--- src/rtl/standby_pkg.sv ---
package standby_pkg;
   typedef enum logic [1:0] {
      ST_NORMAL = 2'b00,
      ST_IDLE   = 2'b01,
      ST_SETUP  = 2'b10
   } sb_state_e;

   localparam logic [1:0] MODE_IDLE = 2'b10;
   localparam int MASK_PIN = 0;
   localparam int MASK_WDT = 1;
   localparam int MASK_MSK = 2;
endpackage

--- src/rtl/wake_arbiter.sv ---
module wake_arbiter #(
   parameter int NUM_EXT = 8,
   parameter int NUM_INT = 4,
   localparam int NM  = NUM_EXT + NUM_INT,
   localparam int IDW = $clog2(NM + 2),
   localparam int PW  = $clog2(NM + 1)
) (
   input  logic               clk_i,
   input  logic               rst_ni,
   input  logic               nmi_pin_i,
   input  logic               nmi_wdt_i,
   input  logic [NUM_EXT-1:0] ext_req_i,
   input  logic [NUM_INT-1:0] int_req_i,
   input  logic [2:0]         mask_i,
   input  logic               svc_active_i,
   input  logic [PW-1:0]      svc_level_i,
   output logic               wake_o,
   output logic [IDW-1:0]     win_id_o,
   output logic               win_ack_o
);
   import standby_pkg::*;

   generate
      if (NUM_EXT < 1) begin : g_bad_ext
         $error("wake_arbiter: NUM_EXT must be at least 1");
      end
      if (NUM_INT < 1) begin : g_bad_int
         $error("wake_arbiter: NUM_INT must be at least 1");
      end
   endgenerate

   logic nmi_p, nmi_w;
   logic [NM-1:0] req_m;

   assign nmi_p = nmi_pin_i & ~mask_i[MASK_PIN];
   assign nmi_w = nmi_wdt_i & ~mask_i[MASK_WDT];

   generate
      for (genvar g = 0; g < NM; g++) begin : g_req
         if (g < NUM_EXT) begin : g_ext
            assign req_m[g] = ext_req_i[g] & ~mask_i[MASK_MSK];
         end else begin : g_int
            assign req_m[g] = int_req_i[g-NUM_EXT] & ~mask_i[MASK_MSK];
         end
      end
   endgenerate

   logic          mk_found;
   logic [PW-1:0] mk_rank;

   always_comb begin
      mk_found = 1'b0;
      mk_rank  = '0;
      for (int i = NM - 1; i >= 0; i--) begin
         if (req_m[i]) begin
            mk_found = 1'b1;
            mk_rank  = PW'(i);
         end
      end
   end

   always_comb begin
      win_id_o  = '0;
      win_ack_o = 1'b0;
      if (nmi_p) begin
         win_id_o  = IDW'(0);
         win_ack_o = 1'b1;
      end else if (nmi_w) begin
         win_id_o  = IDW'(1);
         win_ack_o = 1'b1;
      end else if (mk_found) begin
         win_id_o  = IDW'(mk_rank) + IDW'(2);
         win_ack_o = !svc_active_i || (mk_rank < svc_level_i);
      end
   end

   assign wake_o = nmi_p | nmi_w | mk_found;

   AST_MASKED_NEVER_WINS: assert property (@(posedge clk_i) disable iff (!rst_ni)
      (mask_i[MASK_MSK] && wake_o) |-> (win_id_o < IDW'(2)));
   AST_PIN_BEATS_ALL: assert property (@(posedge clk_i) disable iff (!rst_ni)
      (nmi_pin_i && !mask_i[MASK_PIN]) |-> (win_ack_o && win_id_o == '0));
endmodule

--- src/rtl/setup_timer.sv ---
module setup_timer #(
   parameter int CNT_W = 8
) (
   input  logic             clk_i,
   input  logic             rst_ni,
   input  logic             clr_i,
   input  logic             load_i,
   input  logic [CNT_W-1:0] load_val_i,
   input  logic             run_i,
   output logic             zero_o
);
   generate
      if (CNT_W < 1) begin : g_bad_w
         $error("setup_timer: CNT_W must be at least 1");
      end
   endgenerate

   logic [CNT_W-1:0] cnt_q;

   always_ff @(posedge clk_i or negedge rst_ni) begin
      if (!rst_ni)          cnt_q <= '0;
      else if (clr_i)       cnt_q <= '0;
      else if (load_i)      cnt_q <= load_val_i;
      else if (run_i && cnt_q != '0) cnt_q <= cnt_q - 1'b1;
   end

   assign zero_o = (cnt_q == '0);

   AST_CNT_STEP: assert property (@(posedge clk_i) disable iff (!rst_ni)
      (run_i && !zero_o && !load_i && !clr_i) |=> (cnt_q == $past(cnt_q) - 1'b1));
   AST_LOAD_TAKES: assert property (@(posedge clk_i) disable iff (!rst_ni)
      (load_i && !clr_i) |=> (cnt_q == $past(load_val_i)));
endmodule

--- src/rtl/standby_wake_ctrl.sv ---
module standby_wake_ctrl #(
   parameter int NUM_EXT = 8,
   parameter int NUM_INT = 4,
   parameter int NUM_RST = 4,
   parameter int CNT_W   = 8,
   localparam int NM  = NUM_EXT + NUM_INT,
   localparam int IDW = $clog2(NM + 2),
   localparam int PW  = $clog2(NM + 1)
) (
   input  logic               clk_i,
   input  logic               rst_ni,
   input  logic               ctl_we_i,
   input  logic [1:0]         ctl_mode_i,
   input  logic               ctl_stop_i,
   input  logic [2:0]         ctl_mask_i,
   input  logic               pll_cfg_i,
   input  logic [CNT_W-1:0]   setup_init_i,
   input  logic               nmi_pin_i,
   input  logic               nmi_wdt_i,
   input  logic [NUM_EXT-1:0] ext_req_i,
   input  logic [NUM_INT-1:0] int_req_i,
   input  logic [NUM_RST-1:0] rst_src_i,
   input  logic               svc_active_i,
   input  logic [PW-1:0]      svc_level_i,
   output logic               osc_en_o,
   output logic               sub_clk_en_o,
   output logic               cpu_clk_en_o,
   output logic               flash_clk_en_o,
   output logic               per_clk_en_o,
   output logic               pll_en_o,
   output logic [1:0]         status_o,
   output logic [1:0]         mode_o,
   output logic               stop_o,
   output logic               ack_o,
   output logic [IDW-1:0]     ack_id_o
);
   import standby_pkg::*;

   generate
      if (NUM_RST < 1) begin : g_bad_rst
         $error("standby_wake_ctrl: NUM_RST must be at least 1");
      end
   endgenerate

   sb_state_e      state_q;
   logic [1:0]     mode_q;
   logic           stop_q;
   logic [2:0]     mask_q;
   logic           pll_saved_q;
   logic           ack_q;
   logic [IDW-1:0] ack_id_q;

   logic           rst_any, wake, win_ack, setup_zero, enter, wake_idle;
   logic [IDW-1:0] win_id;

   assign rst_any   = |rst_src_i;
   assign enter     = (state_q == ST_NORMAL) && ctl_we_i &&
                      (ctl_mode_i == MODE_IDLE) && ctl_stop_i;
   assign wake_idle = (state_q == ST_IDLE) && wake && !rst_any;

   wake_arbiter #(.NUM_EXT(NUM_EXT), .NUM_INT(NUM_INT)) u_arb (
      .clk_i        (clk_i),
      .rst_ni       (rst_ni),
      .nmi_pin_i    (nmi_pin_i),
      .nmi_wdt_i    (nmi_wdt_i),
      .ext_req_i    (ext_req_i),
      .int_req_i    (int_req_i),
      .mask_i       (mask_q),
      .svc_active_i (svc_active_i),
      .svc_level_i  (svc_level_i),
      .wake_o       (wake),
      .win_id_o     (win_id),
      .win_ack_o    (win_ack)
   );

   setup_timer #(.CNT_W(CNT_W)) u_tmr (
      .clk_i      (clk_i),
      .rst_ni     (rst_ni),
      .clr_i      (rst_any),
      .load_i     (wake_idle),
      .load_val_i (setup_init_i),
      .run_i      (state_q == ST_SETUP),
      .zero_o     (setup_zero)
   );

   always_ff @(posedge clk_i or negedge rst_ni) begin
      if (!rst_ni) begin
         state_q     <= ST_NORMAL;
         mode_q      <= 2'b00;
         stop_q      <= 1'b0;
         mask_q      <= 3'b000;
         pll_saved_q <= 1'b0;
      end else if (rst_any) begin
         state_q <= ST_NORMAL;
         mode_q  <= 2'b00;
         stop_q  <= 1'b0;
      end else begin
         unique case (state_q)
            ST_NORMAL: begin
               if (ctl_we_i) begin
                  mode_q <= ctl_mode_i;
                  mask_q <= ctl_mask_i;
                  stop_q <= enter ? 1'b0 : ctl_stop_i;
               end
               if (enter) begin
                  state_q     <= ST_IDLE;
                  pll_saved_q <= pll_cfg_i;
               end
            end
            ST_IDLE: begin
               if (wake) state_q <= ST_SETUP;
            end
            ST_SETUP: begin
               if (setup_zero) state_q <= ST_NORMAL;
            end
            default: state_q <= ST_NORMAL;
         endcase
      end
   end

   always_ff @(posedge clk_i or negedge rst_ni) begin
      if (!rst_ni) begin
         ack_q    <= 1'b0;
         ack_id_q <= '0;
      end else begin
         ack_q    <= wake_idle && win_ack;
         ack_id_q <= win_id;
      end
   end

   always_comb begin
      osc_en_o       = 1'b1;
      sub_clk_en_o   = 1'b1;
      cpu_clk_en_o   = (state_q == ST_NORMAL);
      flash_clk_en_o = (state_q == ST_NORMAL);
      per_clk_en_o   = (state_q == ST_NORMAL);
      unique case (state_q)
         ST_IDLE:  pll_en_o = 1'b0;
         ST_SETUP: pll_en_o = pll_saved_q;
         default:  pll_en_o = pll_cfg_i;
      endcase
   end

   assign status_o = state_q;
   assign mode_o   = mode_q;
   assign stop_o   = stop_q;
   assign ack_o    = ack_q;
   assign ack_id_o = ack_id_q;

   AST_STOP_SELF_CLEAR: assert property (@(posedge clk_i) disable iff (!rst_ni)
      (status_o == ST_IDLE) |-> !stop_o);
   AST_IDLE_GATES: assert property (@(posedge clk_i) disable iff (!rst_ni)
      (status_o == ST_IDLE) |-> (!cpu_clk_en_o && !flash_clk_en_o && !per_clk_en_o &&
                                 !pll_en_o && osc_en_o && sub_clk_en_o));
   AST_MASKED_STAYS: assert property (@(posedge clk_i) disable iff (!rst_ni)
      (state_q == ST_IDLE && !rst_any && !wake) |=> (state_q == ST_IDLE));
   AST_SETUP_EXIT: assert property (@(posedge clk_i) disable iff (!rst_ni)
      (state_q == ST_SETUP && setup_zero && !rst_any) |=> (state_q == ST_NORMAL));
   AST_RESET_ABORT: assert property (@(posedge clk_i) disable iff (!rst_ni)
      rst_any |=> (state_q == ST_NORMAL && mode_q == 2'b00 && !stop_q && !ack_o));
   AST_ACK_PULSE: assert property (@(posedge clk_i) disable iff (!rst_ni)
      ack_o |=> !ack_o);
   AST_ACK_AFTER_IDLE: assert property (@(posedge clk_i) disable iff (!rst_ni)
      ack_o |-> (status_o == ST_SETUP && $past(state_q) == ST_IDLE));
   AST_WRITE_IGNORED: assert property (@(posedge clk_i) disable iff (!rst_ni)
      (state_q != ST_NORMAL && !rst_any) |=> $stable(mode_q));
endmodule

--- config.mk ---
export PLATFORM = sky130hd
export DESIGN_NAME = standby_wake_ctrl
export DESIGN_NICKNAME = d
export VERILOG_FILES = /design/src/rtl/standby_pkg.sv /design/src/rtl/wake_arbiter.sv /design/src/rtl/setup_timer.sv /design/src/rtl/standby_wake_ctrl.sv
export SDC_FILE = /design/constraint.sdc
export NUM_CORES = 1
export LEC_CHECK = 0
export ABC_AREA = 1
export ABC_CLOCK_PERIOD_IN_PS = 3400
export BUFFER_PORTS_ARGS = -buffer_cell sky130_fd_sc_hd__buf_2
export CORE_MARGIN = 2
export CORE_UTILIZATION = 45
export DETAILED_ROUTE_END_ITERATION = 12
export GPL_TIMING_DRIVEN = 0
export PLACE_DENSITY_LB_ADDON = 0.3
export SYNTH_ARGS = -nofsm -noshare
export SYNTH_HDL_FRONTEND = slang
export SYNTH_SLANG_ARGS = --single-unit
--- constraint.sdc ---
create_clock -name clk_i -period 3.4 [get_ports clk_i]
set_clock_uncertainty 0.1 [all_clocks]
set_input_delay 0.17 -clock clk_i [delete_from_list [all_inputs] [get_ports clk_i]]
set_output_delay 0.17 -clock clk_i [all_outputs]
set_load 0.03 [all_outputs]
==> Word-level counts from Yosys, hierarchy flattened <==
Index checks and enable logic that the tools add are counted.
{ "totals": {"reg_bits": 22, "latch_bits": 0, "mem_bits_rw": 0, "mem_bits_ro": 0, "inputBits": 41, "out_inout_bits": 16, "word_cells": 104, "n_memories": 0} }
{ "op_classes": {"n_addsub": 2, "multipliers": 0, "div_mod_pow": 0, "magnitude_cmp": 1, "eq_ne": 6, "shifts": 0, "mux": 46, "n_bitwise": 20, "n_reduce_logical": 21} }
{ "op_table": {"columns": ["cell", "n"], "rows": [
  ["$mux 4", 15],
  ["$mux 8", 3],
  ["$mux 1", 19],
  ["$and 1x1->1", 14],
  ["$mux 2", 7],
  ["$reduce_and 3->1", 3],
  ["$logic_not 8->1", 1],
  ["$reduce_bool 8->1", 1],
  ["$sub 8x1->8 const B", 1],
  ["$logic_and 1x1->1", 7],
  ["$ne 3x3->1 const B", 2],
  ["$pmux 2 s3", 1],
  ["$add 4x2->4 const B", 1],
  ["$eq 2x2->1 const B", 2],
  ["$lt 4x4->1", 1],
  ["$not 1->1", 4],
  ["$reduce_bool 2->1", 2],
  ["$reduce_or 4->1", 1],
  ["$ne 3x1->1 const B", 1],
  ["$reduce_bool 3->1", 1],
  ["$eq 2x1->1 const B", 1],
  ["$logic_not 1->1", 2],
  ["$logic_not 2->1", 1],
  ["$or 1x1->1", 2],
  ["other kinds (3)", 3]
]} }

==> Depth between registers and ports, before layout <==
Gate-level depths: netlist of the first run.
{ "logic_depth": {"word_depth": 20, "ltp_mapped": 18, "ltp_nobuf": 18} }

==> Hierarchy <==
From an unflattened synthesis of the first run, not the netlist that was laid out.
{ "hier_totals": {"cells_unflattened": 245, "hier_area_um2": 1706.6} }
{ "modules_own_cells": {"columns": ["module", "n_inst", "cells_per_inst", "area_per_inst_um2", "seq_area_each_um2"], "rows": [
  ["standby_wake_ctrl", 1, 81, 733.2, 350.3],
  ["setup_timer", 1, 90, 613.1, 200.2],
  ["wake_arbiter", 1, 74, 360.3, 0.0]
]} }

==> Worst setup path before layout of the first run <==
OpenSTA, ideal clock, no wires.
{ "synth_path": {"path_type": "reg-to-reg", "from": "register state_q[1] (netlist: status_o[1])", "to": "register mask_q[0]", "setup_time_ns": 0.125, "t_arrival_ns": 1.754, "slack_ns": 1.421, "stages_incl_launch_ff": 7, "n_path_buf": 0, "path_cell_list": "dfrtp_1 > inv_1 > ha_1 > nand2_1 > inv_1 > nand2_1 > mux2_2"} }
{ "synth_via": {"elab_chain_len": 2} }
{ "synth_lines": {"columns": ["element", "line_no", "text"], "rows": [
  ["from (decl)", "standby_wake_ctrl.sv:45", "sb_state_e state_q;"],
  ["from (signal assigned)", "standby_wake_ctrl.sv:88", "state_q <= ST_NORMAL;"],
  ["from (signal assigned)", "standby_wake_ctrl.sv:94", "state_q <= ST_NORMAL;"],
  ["from (signal assigned)", "standby_wake_ctrl.sv:106", "state_q <= ST_IDLE;"],
  ["$logic_not 2->1", null, null],
  ["named net cpu_clk_en_o", "standby_wake_ctrl.sv:27", "output logic cpu_clk_en_o,"],
  ["$reduce_and 3->1 (no source line)", null, null],
  ["to (signal assigned)", "standby_wake_ctrl.sv:102", "mask_q <= ctl_mask_i;"],
  ["to (decl)", "standby_wake_ctrl.sv:48", "logic [2:0] mask_q;"]
]} }
The timed path passes the listed nets, and every way through them passes these cells.
A chain may end at the register's enable or synchronous reset.

==> Worst setup path in the final report of the first run <==
{ "layout_path": {"from": "register mask_q[2]", "to": "register ack_q (netlist: ack_o)"} }
{ "layout_via": {"elab_chain_len": 20, "word_cells_on_any_way": 46, "classes_between": "order compare: 1; mux: 27; bitwise: 14; reduce/logical: 4"} }
{ "layout_lines": {"columns": ["element", "line_no", "text"], "rows": [
  ["$not 1->1 *", "wake_arbiter.sv:41, wake_arbiter.sv:43", null],
  ["$and 1x1->1", "wake_arbiter.sv:43", "assign req_m[g] = int_req_i[g-NUM_EXT] & ~mask_i[MASK_MSK];"],
  ["$mux 4 (12 in a row)", "wake_arbiter.sv:55", "if (req_m[i]) begin"],
  ["$lt 4x4->1", "wake_arbiter.sv:73", "win_ack_o = !svc_active_i || (mk_rank < svc_level_i);"],
  ["$logic_or 1x1->1", "wake_arbiter.sv:73", null],
  ["$mux 1", "wake_arbiter.sv:71", "end else if (mk_found) begin"],
  ["$mux 1", "wake_arbiter.sv:68", "end else if (nmi_w) begin"],
  ["$mux 1", "wake_arbiter.sv:65", "if (nmi_p) begin"],
  ["$logic_and 1x1->1 *", "standby_wake_ctrl.sv:126", "ack_q <= wake_idle && win_ack;"],
  ["to (signal assigned)", "standby_wake_ctrl.sv:126", null],
  ["to (decl)", "standby_wake_ctrl.sv:50", "logic ack_q;"]
]} }
Every way passes the cells marked *; elsewhere a longest branch is shown, timed or not.

==> results.py, run 1 <==
metrics = {
    "outcome": {
        "outcome": "complete, no violations",
    },
    "timing": {
        "rsz0062_at_grt": "no",
        "tightest_slew_ns": 0.6016,
        "drv_slew": 0,
        "fin_crit_ns": 2.094,
        "fin_ws_ns": 1.306,
        "finalSetupTns_ns": 0,
        "finalHoldViolations": 0,
        "fmax_ghz": 0.4775,
        "finalCritPeriodShare": 0.6159,
        "setup_violations": 0,
        "max-slew-margin-rel": 0.5959,
    },
    "clock_tree": {
        "clkSinkCount": 22,
        "path_clk_slew_ns": 0.13,
        "clk_path_buf_depth": 2,
        "cts_root_buf": "clkbuf_4",
        "holdBufCountCts": 5,
        "htree_levels": 1,
        "cts_tree": "yes",
        "cts-resized-gates": 0,
        "postCtsSetupBuffers": 0,
        "insertion_delay_ns": 0.31,
        "cts_buffers": 3,
    },
    "worst_setup_path": {
        "worstPathMaxFanout": 10,
        "crit_required_ns": 3.55,
        "path_class": "register to register",
        "start_kind": "register",
        "cp_data_arrival_time_ns": 2.25,
        "end_kind": "register",
        "r2r_cells": 12,
    },
    "drt": {
        "vias_per_cell": 4.662,
        "totalWireLength_mm": 3.319,
        "drc_errors": 0,
        "drt_iter0_drc": 48,
        "ant_nets": 0,
        "drt_first_pass_iters": 4,
        "wl_per_cell_um": 10.57,
        "vias": 1464,
    },
    "global_routing": {
        "antenna_found_initial": 0,
        "grtUsageTotal": 0.1787,
        "grt_max_degree": 23,
        "grt_pass1_wl_mm": 5.865,
        "grt-ovfl-total": 0,
        "grt_pass1_vias": 1357,
    },
    "logic_synthesis": {
        "syn_area_per_cell_um2": 7.986,
        "synth-seq-cells": 22,
        "yosysWarnings": 0,
        "syn_inst": 204,
        "synth.yosys.seq_area_share": 0.3379,
        "yosysUniqueCellTypes": 35,
        "synth_area_mm2": 0.001629,
    },
    "finish": {
        "fill_cells": 352,
        "mostFrequentLayoutCell": "buf_2",
        "diodes": 0,
        "nNetsFinal": 320,
        "areaGrowthSynthToFinish_pct": 25.65,
        "fin_area_mm2": 0.002047,
        "fin_util": 0.5993,
        "drive_above_1_share": 0.3358,
        "layout_common_cells": "buf_2 (55), nand2_1 (38), inv_1 (29)",
    },
    "place": {
        "placed_area_mm2": 0.001961,
        "gp_congestion": 0.7868,
        "numPortBuffers": 54,
        "hpwl_mm": 2.694,
        "dp_slack_ns": 1.301,
    },
    "min_path": {
        "min_delay_path_depth": 3,
        "hp-class": "primary input to register",
    },
    "floorplanning": {
        "die_h_um": 64.17,
        "die_w_um": 64.17,
        "coreArea_mm2": 0.003416,
        "core.rowCount": 21,
        "ioPinCount": 57,
        "die_area_mm2": 0.004117,
        "start_util": 0.4769,
    },
    "power": {
        "power_w": 0.0007451,
        "peakVddDrop_v": 0.0003129,
        "leakagePower_nw": 1.117,
        "p_per_area_mw_per_mm2": 364.0,
    },
    "job": {
        "maxCapViolations": 0,
    },
}
## routing by layer
metal | GRT usage | wire length, µm | vias to the layer above
met4 | 0.03191 | 17 | 0
met2 | 0.2956 | 1483 | 41
met3 | 0.03697 | 182 | 2
met1 | 0.2441 | 1635 | 637
met5 | 0 | 0 | -
li1 | - | - | 784
## Yosys cell counts (all sizes together)
cell type	instances	area share
xor2	4	0.022
conb	1	0.0023
nand2	53	0.16
nor2	27	0.073
o2111ai	1	0.0054
nor3	1	0.0031
nand4	2	0.0077
ha	10	0.077
inv	30	0.069
o21ai	12	0.037
a21oi	7	0.022
o21bai	1	0.0046
a31oi	5	0.019
nor4	1	0.013
nand3	8	0.040
a21boi	1	0.0046
o22ai	2	0.012
o32ai	5	0.031
mux2	1	0.0069
a31o	1	0.0054
dfrtp	22	0.34
o21a	1	0.0046
buf	7	0.038
xnor2	1	0.0054
## cell families after synthesis
logic type	count (synthesis)	share of synthesized area
AO/OA/AOI/OAI	36	0.1452
XOR/XNOR	5	0.02688
adder cells (fa/ha/maj)	10	0.07680
buffers and inverters	37	0.1067
flip-flops	22	0.3379
multiplexers	1	0.006912
other	1	0.002302
AND/OR/NAND/NOR	92	0.2972
## per-stage QoR
stage / cells / hold WS [ns]
finish: 314 / 0.01500
floorplan: 205 / -0.2256
detailed placement: 305 / 0.06669
CTS: 314 / 0.002511
global placement: 305 / 0.06497
global route: 314 / 0.008329
## path summary, 6_finish.rpt
check | from | end | slack (ns)
worst max-delay path | mask_q[2] | ack_o | 1.31
worst min register to register | mask_q[1] | mask_q[1] | 0.42
worst min-delay path | ctl_mask_i[1] | mask_q[1] | 0.02
worst max register to register | mask_q[2] | ack_o | 1.31
min in group asynchronous | rst_ni | ack_id_o[1] | 0.23
max in group asynchronous | rst_ni | status_o[1] | 2.62
## worst max-delay path, stage by stage, from the launching register on
cell	delay, ns
dfrtp_1	0.41
inv_2	0.07
buf_6	0.16
o21ai_0	0.19
nor2_1	0.15
o21bai_1	0.07
a31oi_1	0.27
ha_1	0.30
nand2_1	0.07
nand2_1	0.04
nand2_1	0.05
nand2_1	0.05
a21oi_1	0.11
## final cells by class
class,instances,area (µm²),share of cell area
plain buffers,7,61.31,0.02995
clock buffers,4,36.28,0.01773
inverters,30,112.6,0.05501
multi-input cells,146,908.4,0.4438
flip-flops and latches,22,550.5,0.2689
well taps,46,57.56,0.02812
repair buffers,59,320.3,0.1565
## registers in the layout, summed over array words and instances (netlist names)
register and flops:
mode_o 2, ack_id_o 4, stop_o 1, ack_o 1
pll_saved_q 1, mask_q 3, u_tmr.cnt_q 8, status_o 2
## power breakdown
group / switching (W) / leakage [nW] / internal, W
Combinational: 0.000188 / 0.804 / 0.000113
Sequential: 0.00000983 / 0.293 / 0.000288
Clock: 0.0000810 / 0.0210 / 0.0000654
Power figures use the tool's default switching activity.
==> run 2, diff against run 1 <==
- ABC_CLOCK_PERIOD_IN_PS: 3400 -> 2000
- clock period: 3.4 -> 2 ns (I/O delays scaled with it)
==> run 2 against run 1 <==
Against the previous run: flip-flop and latch count is the same; final cell count rose by 4.5%; hold slack lost 0.0050 ns; via count is 6.1% higher; die area is the same; combinational power rose by 90%; non-clock buffer count rose by 14; clock-buffer cell count unchanged; critical path depth increased by 1; total power is 78% higher; utilization rose by 4.9 points.
==> results.py, run 2 (synthesized netlist as in run 1, its figures left out) <==
metrics = {
    "outcome": {
        "outcome": "complete, no violations",
    },
    "drt": {
        "drt_first_pass_iters": 4,
        "totalWireLength_mm": 3.524,
        "ant_nets": 0,
        "drc_errors": 0,
        "vias": 1553,
        "vias_per_cell": 4.735,
        "drt_iter0_drc": 55,
        "wl_per_cell_um": 10.74,
    },
    "clock_tree": {
        "path_clk_slew_ns": 0.13,
        "htree_levels": 1,
        "insertion_delay_ns": 0.31,
        "clkSinkCount": 22,
        "clk_path_buf_depth": 2,
        "cts_tree": "yes",
        "cts_root_buf": "clkbuf_4",
        "cts_buffers": 3,
    },
    "worst_setup_path": {
        "cp_data_arrival_time_ns": 2.00,
        "start_kind": "register",
        "crit_required_ns": 2.11,
        "path_buf_inv": 3,
        "cp-startpoint": "mask_q[2]",
        "crit_family": "simple AND/OR/NAND/NOR gates",
        "r2r_start": "mask_q[2]",
        "worstPathCellList": "inv_2 -> buf_12 -> nand2_4 -> nand2_2 -> nor2_4 -> nand2_2 -> nor2_4 -> nand2_4 -> nand3_4 -> nand3_4 -> buf_4 -> o2111ai_1 -> o21ai_0",
        "worstPathMaxFanout": 10,
        "cpMaxStageDelayCell": "dfrtp_1",
        "end_kind": "register",
        "path_class": "register to register",
        "critPathMaxStageDelay_ns": 0.38,
    },
    "place": {
        "gp_congestion": 0.7868,
        "placed_area_mm2": 0.001961,
        "hpwl_mm": 2.694,
        "dp_cells": 305,
        "numPortBuffers": 54,
    },
    "timing": {
        "setup_violations": 0,
        "rsz0062_at_grt": "yes",
        "max-slew-margin-rel": 0.5943,
        "hold-worst-slack_ns": 0.01002,
        "finalHoldViolations": 0,
        "fin_crit_ns": 1.892,
        "fmax_ghz": 0.5286,
        "finalCritPeriodShare": 0.9460,
        "drv_slew": 0,
        "tightest_slew_ns": 0.6040,
    },
    "finish": {
        "largest_reg_flops": 8,
        "regMostFlops": "u_tmr.cnt_q",
        "layout_common_cells": "buf_2 (55), nand2_1 (38), inv_1 (29)",
        "nNetsFinal": 334,
        "mostFrequentLayoutCell": "buf_2",
        "instances_no_fill": 328,
        "drive_above_1_share": 0.3546,
        "diodes": 0,
        "fill_cells": 322,
        "fin_area_mm2": 0.002215,
        "areaGrowthSynthToFinish_pct": 35.94,
    },
    "floorplanning": {
        "ioPinCount": 57,
        "start_util": 0.4769,
        "die_w_um": 64.17,
        "die_h_um": 64.17,
        "core.rowCount": 21,
        "die_area_mm2": 0.004117,
        "coreArea_mm2": 0.003416,
    },
    "global_routing": {
        "grtUsageTotal": 0.1869,
        "grtUsageMet2": 0.3242,
        "busiest_layer": "met2",
        "grt_pass1_wl_mm": 6.141,
        "use_met3": 0.03697,
        "grt_max_degree": 23,
        "antenna_found_initial": 0,
        "grt_pass1_vias": 1443,
        "grt-ovfl-total": 0,
        "met1_usage": 0.2441,
    },
    "power": {
        "power_w": 0.001327,
        "peakVddDrop_v": 0.0005424,
        "leakagePower_nw": 1.184,
        "p_per_area_mw_per_mm2": 599.1,
    },
    "job": {
        "maxCapViolations": 0,
    },
    "min_path": {
        "min_from": "setup_init_i[0]",
        "hp-class": "primary input to register",
    },
}
## run 2: power by group
group          switching, W  internal (W)
combinational      0.000339      0.000234
clock              0.000137      0.000111
sequential        0.0000164      0.000489
total              0.000492      0.000835
## run 2: area by class of cell
class | instances | area (µm²) | area share
timing repair buffer | 73 | 450.4 | 0.2034
buffer | 7 | 70.07 | 0.03164
tap | 46 | 57.56 | 0.02599
inverter | 30 | 112.6 | 0.05085
sequential | 22 | 550.5 | 0.2486
clock buffer | 4 | 36.28 | 0.01638
multi-input combinational | 146 | 937.1 | 0.4232
## run 2: path summary, 6_finish.rpt
path                            slack, ns  cells past startpoint             end
max in group asynchronous            1.29                      2     status_o[1]
min in group asynchronous            0.16                      2     ack_id_o[1]
worst min-delay path                 0.01                      3  u_tmr.cnt_q[0]
worst max-delay path                 0.11                     13  u_tmr.cnt_q[1]
worst min register to register       0.42                      2       mask_q[1]
worst max register to register       0.11                     13  u_tmr.cnt_q[1]
## run 2: repair_timing
| action | 4_1_cts | 5_1_grt |
|---|---|---|
| gates resized for setup | 3 | 8 |
| gates cloned | 0 | 0 |
| pin swaps | 0 | 1 |
| endpoints found under the setup margin | 3 | 10 |
| hold buffers | 15 | 0 |
| endpoints found under the hold margin | 36 | 0 |
| setup buffers | 0 | 4 |
## run 2: worst reg2reg max path, cell delays in order (launching register included)
cell       delay [ns]
dfrtp_1          0.38
inv_2            0.06
buf_12           0.14
nand2_4          0.06
nand2_2          0.07
nor2_4           0.12
nand2_2          0.09
nor2_4           0.12
nand2_4          0.09
nand3_4          0.11
nand3_4          0.10
buf_4            0.20
o2111ai_1        0.07
o21ai_0          0.10
## run 2: routing by layer
metal	vias up	part of all wire
li1	813	-
met1	693	0.46
met2	45	0.48
met3	2	0.052
met4	0	0.0048
met5	-	0
## run 2: stage by stage
step	util	setup TNS, ns	worst slack, ns
floorplan	-	0	0.02110
global placement	0.5740	-0.05473	-0.05473
detailed placement	0.5740	-0.09915	-0.09915
CTS	0.6304	0	0.01360
global route	0.6484	-0.03767	-0.03023
finish	0.6484	0	0.1081
==> run 3, diff against run 2 <==
- CORE_UTILIZATION: 45 -> 40
==> run 3 against run 2 <==
Against the previous run: first-iteration DRC count grew 35%; clock-buffer cell count is the same; final cell count grew 1.2%; sequential power grew 0.8%; clock power grew 30%; fmax shrank 1.3%; non-clock buffer count is the same; via count shrank 1.2%; wire length grew 7.3%; total power grew 15%; register-to-register slack lost 0.03 ns; largest cell class unchanged; highest routed layer unchanged.
==> results.py, run 3 (synthesized netlist as in run 1, its figures left out) <==
metrics = {
    "outcome": {
        "outcome": "complete, no violations",
    },
    "timing": {
        "hold-worst-slack_ns": 0.01265,
        "tightest_slew_ns": 0.7164,
        "finalCritPeriodShare": 0.9586,
        "drv_slew": 0,
        "fmax_ghz": 0.5216,
        "max-slew-margin-rel": 0.5188,
        "fin_crit_ns": 1.917,
        "finalHoldViolations": 0,
        "setup_violations": 0,
        "finalSetupTns_ns": 0,
    },
    "clock_tree": {
        "path_clk_slew_ns": 0.08,
        "clk_path_buf_depth": 2,
        "cts_tree": "yes",
        "insertion_delay_ns": 0.26,
        "cts_buffers": 3,
        "cts_root_buf": "clkbuf_8",
        "htree_levels": 1,
        "clkSinkCount": 22,
    },
    "place": {
        "placed_area_mm2": 0.001966,
        "hpwl_mm": 2.681,
        "gp_congestion": 0.7700,
        "numPortBuffers": 54,
    },
    "floorplanning": {
        "coreArea_mm2": 0.003971,
        "die_w_um": 67.82,
        "ioPinCount": 57,
        "start_util": 0.4102,
        "die_area_mm2": 0.004599,
        "die_h_um": 67.82,
        "core.rowCount": 23,
    },
    "worst_setup_path": {
        "worstPathCellList": "inv_2 -> clkbuf_16 -> nand2_8 -> nand2_8 -> nor2_4 -> nand2_4 -> nor2_4 -> nand2_4 -> nand3_4 -> nand3_4 -> buf_6 -> o2111ai_2 -> o21ai_1",
        "critPathMaxStageDelay_ns": 0.37,
        "path_buf_inv": 3,
        "cpMaxStageDelayCell": "dfrtp_1",
        "r2r_slack_ns": 0.08,
        "start_kind": "register",
        "cp_data_arrival_time_ns": 1.97,
        "crit_family": "simple AND/OR/NAND/NOR gates",
        "end_kind": "register",
        "worstPathMaxFanout": 5,
        "path_class": "register to register",
        "crit_required_ns": 2.05,
    },
    "finish": {
        "mostFrequentLayoutCell": "buf_2",
        "nNetsFinal": 334,
        "regMostFlops": "u_tmr.cnt_q",
        "diodes": 0,
        "areaGrowthSynthToFinish_pct": 43.55,
        "drive_above_1_share": 0.3936,
        "fin_util": 0.5888,
        "fin_area_mm2": 0.002338,
        "largest_reg_flops": 8,
        "layout_common_cells": "buf_2 (55), nand2_1 (38), inv_1 (29)",
        "fill_cells": 353,
    },
    "drt": {
        "wl_per_cell_um": 11.39,
        "drt_first_pass_iters": 4,
        "totalWireLength_mm": 3.782,
        "drc_errors": 0,
        "vias": 1534,
        "drt_iter0_drc": 74,
        "ant_nets": 0,
        "vias_per_cell": 4.620,
    },
    "power": {
        "switching_share": 0.3672,
        "power_frac_comb": 0.454,
        "power_w": 0.001525,
        "power.internal_w": 0.0009649,
        "seqPwrFrac": 0.334,
        "clkPwrFrac": 0.211,
        "switchingPower_w": 0.0005600,
        "peakVddDrop_v": 0.0003353,
        "p_per_area_mw_per_mm2": 652.1,
        "leakagePower_nw": 1.238,
    },
    "global_routing": {
        "antenna_found_initial": 0,
        "grt_pass1_vias": 1433,
        "grt_max_degree": 23,
        "busiest_layer": "met2",
        "grt_pass1_wl_mm": 6.051,
        "grt-ovfl-total": 0,
        "grtUsageTotal": 0.1718,
        "met1_usage": 0.2226,
        "grtUsageMet2": 0.2966,
        "use_met3": 0.03454,
    },
    "job": {
        "maxCapViolations": 0,
    },
    "min_path": {
        "hp-class": "primary input to register",
    },
}
[run 3: cell types whose count changed in the layout (fill, tap and decap cells not counted), moves of 3 or more]
| cell | previous run | this run |
|---|---|---|
| buf_4 | 8 | 15 |
| clkbuf_4 | 3 | 0 |
| clkbuf_8 | 1 | 4 |
| dlygate4sd3_1 | 15 | 6 |
| nand2_2 | 10 | 1 |
| nand2_4 | 5 | 11 |
| nand2_8 | 0 | 3 |
[run 3: metal layers]
metal / vias up / share of wire
li1: 811 / -
met2: 48 / 0.47
met4: 0 / 0.016
met5: - / 0
met3: 6 / 0.057
met1: 669 / 0.45
[run 3: path summary, 6_finish.rpt]
path,from,end,cells after the start
max,mask_q[2],u_tmr.cnt_q[1],13
min,ctl_mode_i[0],mode_o[0],3
max reg2reg,mask_q[2],u_tmr.cnt_q[1],13
min reg2reg,mask_q[0],mask_q[0],1
max in group asynchronous,rst_ni,mode_o[1],2
min in group asynchronous,rst_ni,ack_o,2
[run 3: worst min-delay path: cells and delay by family]
kind / cells / cell delay (ns)
AOI/OAI and AO/OA: 1 / 0.07
buffers and inverters: 2 / 0.16
[run 3: timing repair]
item / 4_1_cts / 5_1_grt
endpoints found under the setup margin: 1 / 10
endpoints found under the hold margin: 27 / 0
gates cloned: 0 / 1
setup buffers: 1 / 11
hold buffers: 6 / 0
resized for setup: 4 / 25
pin swaps: 2 / 10
[run 3: final cells by class]
| type | instances | area [µm²] | area share |
|---|---|---|---|
| multi-input cells | 146 | 1039 | 0.4441 |
| well taps | 50 | 62.56 | 0.02675 |
| clock buffers | 4 | 55.05 | 0.02354 |
| flip-flops and latches | 22 | 550.5 | 0.2354 |
| plain buffers | 7 | 70.07 | 0.02996 |
| inverters | 30 | 112.6 | 0.04815 |
| repair buffers | 73 | 449.2 | 0.1921 |
[run 3: per-stage QoR]
step	setup WS (ns)	std cells
3_5_place_dp	-0.09667	309
5_1_grt	-0.04006	332
2_1_floorplan	0.02110	205
3_3_place_gp	-0.06064	309
4_1_cts	0.01065	320
6_report	0.08275	332
[run 3: power by group through the flow]
stage / logic [W] / clock network, W / registers (W)
floorplan: 0.000319 / 0 / 0.000567
global placement: 0.000496 / 0 / 0.000516
detailed placement: 0.000505 / 0 / 0.000519
CTS: 0.000533 / 0.000328 / 0.000510
global route: 0.000759 / 0.000353 / 0.000514
finish: 0.000693 / 0.000322 / 0.000510
